File: config.mk
export PLATFORM = sky130hd
export DESIGN_NAME = hiccup_seq
export DESIGN_NICKNAME = d
export VERILOG_FILES = /design/src/rtl/hiccup_pkg.sv /design/src/rtl/hiccup_cool_timer.sv /design/src/rtl/hiccup_fsm.sv /design/src/rtl/hiccup_out_decode.sv /design/src/rtl/hiccup_seq.sv
export SDC_FILE = /design/constraint.sdc
export NUM_CORES = 1
export LEC_CHECK = 0
export BUFFER_PORTS_ARGS = -buffer_cell sky130_fd_sc_hd__buf_2
export CORE_UTILIZATION = 40
export CTS_BUF_LIST = sky130_fd_sc_hd__clkbuf_8
export DETAILED_ROUTE_END_ITERATION = 8
export GPL_ROUTABILITY_DRIVEN = 0
export HOLD_SLACK_MARGIN = 0.05
export PLACE_DENSITY = 0.67
export SLEW_MARGIN = 15
export SYNTH_ARGS = -nofsm -noshare
export SYNTH_HDL_FRONTEND = slang
export SYNTH_SLANG_ARGS = --single-unit
File: constraint.sdc
create_clock -name clk -period 2.3 [get_ports clk]
set_input_delay 0.46 -clock clk [delete_from_list [all_inputs] [get_ports clk]]
set_output_delay 0.46 -clock clk [all_outputs]
set_load 0.1 [all_outputs]
File: src/rtl/hiccup_pkg.sv
package hiccup_pkg;
  typedef enum logic [2:0] {
    PH_IDLE  = 3'd0,
    PH_RAMP  = 3'd1,
    PH_RUN   = 3'd2,
    PH_COOL1 = 3'd3,
    PH_COOL2 = 3'd4
  } phase_t;
endpackage

File: src/rtl/hiccup_cool_timer.sv
module hiccup_cool_timer #(
  parameter int SS_CYCLES = 1000
) (
  input  logic clk,
  input  logic rst_n,
  input  logic run,
  output logic expire
);
  localparam int CNT_W = $clog2(SS_CYCLES + 1);
  localparam logic [CNT_W-1:0] LAST = CNT_W'(SS_CYCLES - 1);

  logic [CNT_W-1:0] cnt;

  assign expire = run && (cnt == LAST);

  always_ff @(posedge clk or negedge rst_n) begin
    if (!rst_n)
      cnt <= '0;
    else if (!run || expire)
      cnt <= '0;
    else
      cnt <= cnt + 1'b1;
  end
endmodule

File: src/rtl/hiccup_fsm.sv
module hiccup_fsm
  import hiccup_pkg::*;
(
  input  logic   clk,
  input  logic   rst_n,
  input  logic   enable,
  input  logic   trip,
  input  logic   ss_done,
  input  logic   cool_expire,
  output phase_t state
);
  phase_t nxt;

  always_comb begin
    nxt = state;
    if (!enable) begin
      nxt = PH_IDLE;
    end else begin
      unique case (state)
        PH_IDLE:  nxt = PH_RAMP;
        PH_RAMP:  if (trip) nxt = PH_COOL1;
                  else if (ss_done) nxt = PH_RUN;
        PH_RUN:   if (trip) nxt = PH_COOL1;
        PH_COOL1: if (cool_expire) nxt = PH_COOL2;
        PH_COOL2: if (cool_expire) nxt = PH_RAMP;
        default:  nxt = PH_IDLE;
      endcase
    end
  end

  always_ff @(posedge clk or negedge rst_n) begin
    if (!rst_n) state <= PH_IDLE;
    else        state <= nxt;
  end
endmodule

File: src/rtl/hiccup_out_decode.sv
module hiccup_out_decode
  import hiccup_pkg::*;
(
  input  phase_t     state,
  output logic       gate_en,
  output logic       ss_run,
  output logic       cool,
  output logic [2:0] phase
);
  always_comb begin
    gate_en = (state == PH_RAMP) || (state == PH_RUN);
    ss_run  = (state == PH_RAMP);
    cool    = (state == PH_COOL1) || (state == PH_COOL2);
    phase   = 3'(state);
  end
endmodule

File: src/rtl/hiccup_seq.sv
module hiccup_seq
  import hiccup_pkg::*;
#(
  parameter int SS_CYCLES = 1000
) (
  input  logic       clk,
  input  logic       rst_n,
  input  logic       enable,
  input  logic       trip,
  input  logic       ss_done,
  output logic       gate_en,
  output logic       ss_run,
  output logic [2:0] phase
);
  phase_t state;
  logic   cool;
  logic   cool_expire;

  hiccup_fsm u_fsm (
    .clk         (clk),
    .rst_n       (rst_n),
    .enable      (enable),
    .trip        (trip),
    .ss_done     (ss_done),
    .cool_expire (cool_expire),
    .state       (state)
  );

  hiccup_cool_timer #(.SS_CYCLES(SS_CYCLES)) u_timer (
    .clk    (clk),
    .rst_n  (rst_n),
    .run    (cool),
    .expire (cool_expire)
  );

  hiccup_out_decode u_dec (
    .state   (state),
    .gate_en (gate_en),
    .ss_run  (ss_run),
    .cool    (cool),
    .phase   (phase)
  );
endmodule

### Word-level counts from Yosys, hierarchy flattened

Index checks and enable logic that the tools add are counted.

* logic and storage cells: 27
* register bits after elaboration: 13
* input port bits: 5

* reductions and logical operators: 7
* mux-type cells: 8
* equal/unequal tests: 9
* $add $sub $neg: 1

Operators by type and width (count)
* two-way mux 3 bit: 6
* one-hot mux 3 bit (5 select lines): 1
* adder 10 x 1 -> 10 bit (second input constant): 1
* equality test 10 bit (second input constant): 1
* two-way mux 10 bit: 1
* inequality test 3 bit (second input constant): 3
* equality test 3 x 2 -> 1 bit (second input constant): 2
* inequality test 4 bit (second input constant): 1
* AND reduction 4 bit: 1
* equality test 3 x 1 -> 1 bit (second input constant): 1
* equality test 3 bit (second input constant): 1
* zero test 3 bit: 1
* logical OR 1 bit: 3
* logical AND 1 bit: 1
* zero test 1 bit: 1

### Longest topological paths before layout

* depth after elaboration: 6
* mapped depth: 5
* gate-level depth less buffers: 5

### By module

From an unflattened synthesis, not the netlist that was laid out.

* cells, all modules: 77
* area, all modules: 768.2 µm²

Modules (own cells, without submodules)
* hiccup_cool_timer: seq. area each 250.2 µm², times used 1, cells each 50, area each 523.0 µm²
* hiccup_fsm: seq. area each 75.1 µm², times used 1, cells each 18, area each 186.4 µm²
* hiccup_out_decode: seq. area each 0.0 µm², times used 1, cells each 9, area each 58.8 µm²

### Worst setup path after synthesis

Ideal clock, no wire load.

* kind: register -> output
* start point: register u_fsm.state[0]
* end point: output port ss_run
* slack: -1466 ps
* cell stages (with the launch flop): 2
* buffers on the path: 0
* data arrival time: 3306 ps
* data required time: 1840 ps
* cells stage by stage: dfrtp_1 > nor3b_1

* longest elaborated chain between the ends: 1

RTL lines
* start, declared: RTL line hiccup_fsm.sv:10 `output phase_t state`
* start signal, assigned: RTL line hiccup_fsm.sv:33 `else state <= nxt;`
* equality test 3 x 1 -> 1 bit: RTL line hiccup_out_decode.sv:12 `ss_run = (state == PH_RAMP);`
* end, declared: RTL line hiccup_seq.sv:12 `output logic ss_run,`

No other way between the ends.

### Final worst setup path

* start point: register u_fsm.state[1]
* end point: output port gate_en

* longest elaborated chain between the ends: 2

RTL lines
* equality test 3 x 1 -> 1 bit or equality test 3 x 2 -> 1 bit (tied branches): RTL line hiccup_out_decode.sv:11 `gate_en = (state == PH_RAMP) || (state == PH_RUN);`
* logical OR 1 bit *: RTL line hiccup_out_decode.sv:11
* end, declared: RTL line hiccup_seq.sv:11 `output logic gate_en,`

Mark *: on every way between the ends. The rest lies on a longest branch, timed or not.

==> qor.yml <==
synth-async-reset-ratio: 1.000
drtAntennaViolNets: 0
path_class: "register to output port"
postCtsHoldBufs: 0
power_w: 0.0009272
core_sq_um: 1727
rows: 15
firstDrtPassIters: 4
drv_slew: 0
cts_sinks: 13
arrival_ns: 1.49
worst_ep_required_time_ns: 1.84
cp-start-kind: "register"
drive_gt1_frac: 0.2118
synthFlopType: "dfrtp_1"
cts_buffers: 3
ys_types: 32
min_period_over_period: 0.8475
r2r_start: "u_fsm.state[2]"
ys_ff_latch: 13
drt_iter0_drc: 11
synthesis.nets: 79
clkTransAtPathRegs_ns: 0.05
cp-end-kind: "output port"
hpwl_microns: 938.8
grt_pass1_vias: 510
synth-seq-area-share: 0.4460
stdcell_count: 110
synth-edff-count: 0
final_nets: 92
drc_errors: 0
grt_max_degree: 14
yosys_warnings: 0
clock_latency_ns: 0.24
antenna_cells: 0
syn_to_final_growth_pct: 17.67
die_area_sq_um: 1999
synth_area_leaders: "dfrtp_1 45%, nor2_1 5.1%, mux2i_1 4.1%"
drv_cap: 0
hp-class: "primary input to async pin"
die_h_microns: 44.71
io_pins: 10
setup_viol: 0
endpoint: "gate_en"
cts_tree: "yes"
post-route-min-period_ns: 1.949
synth_top_area_cell: "dfrtp_1"
synth.avg_cell_area_sq_um: 9.992
r2r_cells: 4
postSynthCellCount: 73
maxSlewHeadroom: 0.6782
rr_endpoint: "u_timer.cnt[5]"
finClkSkew_ns: 0.004009
ff_latch_area_sq_um: 325.3
multi_input_area_sq_um: 400.4
clockBufferDepth: 2
irDropWorstVdd_mv: 0.4580
grt_pass1_wl_microns: 2139
clock.fmax_ghz: 0.5130
grt_use_total: 0.1507
wl_per_cell_microns: 11.83
wl_microns: 1301
final_common_cell: "dfrtp_1"
post_cts_buffers: 0
antenna_found_initial: 0
root_buffer: "clkbuf_8"
grt_overflow_total: 0
start_util: 0.4225
cts_resized: 0
crit_fanout: 10
cts_max_level: 1
port-buffer-count: 9
syn-cell-area_sq_um: 729.5
final_cell_mix: "13 x dfrtp_1, 9 x nor2_1, 9 x buf_2, 6 x nand2_1"
rsz0062_at_grt: "no"
placed_cells: 106
fp.dieW_microns: 44.71
synth.top_cell.area_share: 0.4460
fillers: 174
cp-startpoint: "u_fsm.state[1]"
tightest_slew_ns: 0.4860
viasPerCell: 5.082
hold_viol: 0
outcome: "finished, final reports clean"
powerDensity_nw_per_um2: 1080
r2r_slack_ns: 0.69
p_leak_nw: 0.4022
vias: 559
-- per-stage QoR --
stage	instance area [sq um]	setup TNS, ns	hold WS, ns	util	worst slack [ns]
floorplan	748.2	-0.1370	0.1644	-	-0.1370
global placement	813.3	0	0.3610	0.4710	0.6457
detailed placement	813.3	0	0.3600	0.4710	0.6172
CTS	858.3	0	0.1033	0.4971	0.3484
global route	858.3	0	0.1021	0.4971	0.2435
finish	858.3	0	0.08941	0.4971	0.3509
-- layout make-up --
class,count,area share
Tap cell,25,0.03644
Multi-Input combinational cell,56,0.4665
Timing Repair Buffer,9,0.05248
Clock buffer,3,0.04810
Sequential cell,13,0.3790
Clock inverter,1,0.004373
Inverter,3,0.01312
-- worst min path at each step --
stage               startpoint  cells after the start        endpoint  slack (ns)
floorplan                rst_n                      0  u_fsm.state[0]        0.16
global placement         rst_n                      1  u_timer.cnt[7]        0.36
detailed placement       rst_n                      1  u_timer.cnt[7]        0.36
CTS                      rst_n                      1  u_timer.cnt[7]        0.10
global route             rst_n                      1  u_timer.cnt[7]        0.10
finish                   rst_n                      1  u_timer.cnt[7]        0.09
-- state kept, by name, indices dropped and copies added, names as in the netlist --
name / count
u_timer.cnt: 10
u_fsm.state: 3
-- cell usage after synthesis, types with 2 or more instances --
cell	number
nor2_1	10
and3_1	2
a21oi_1	2
dfrtp_1	13
and2_1	2
xor2_1	3
inv_1	3
mux2i_1	3
nand3_1	4
nand2_1	6
xnor2_1	3
nand2b_1	2
-- critical path, cell delays in order, from the launching register on --
cell     delay [ns]
dfrtp_1        0.50
xnor2_1        0.22
nor2_4         0.10
buf_2          0.43
-- routing by layer --
layer,vias up,track usage,part of all wire,wire length [microns]
met1,261,0.1893,0.49,631
met4,0,0.03636,0.0061,8
met5,-,0,0,0
met2,11,0.2353,0.47,605
met3,2,0.07200,0.044,57
li1,285,-,-,-
-- where the power goes --
part           internal [W]  leakage [nW]  switching, W
registers          0.000247         0.179     0.0000406
logic             0.0000970         0.196      0.000345
clock network      0.000118        0.0269     0.0000800
total              0.000462         0.402      0.000465
-- kinds of logic after synthesis --
logic type / synth area share
AO/OA/AOI/OAI: 0.1184
XOR/XNOR: 0.07205
adder cells (fa/ha/maj): 0.01715
buffers and inverters: 0.03087
flip-flops: 0.4460
multiplexers: 0.04117
AND/OR/NAND/NOR: 0.2745
(Power assumes the default switching activity.)
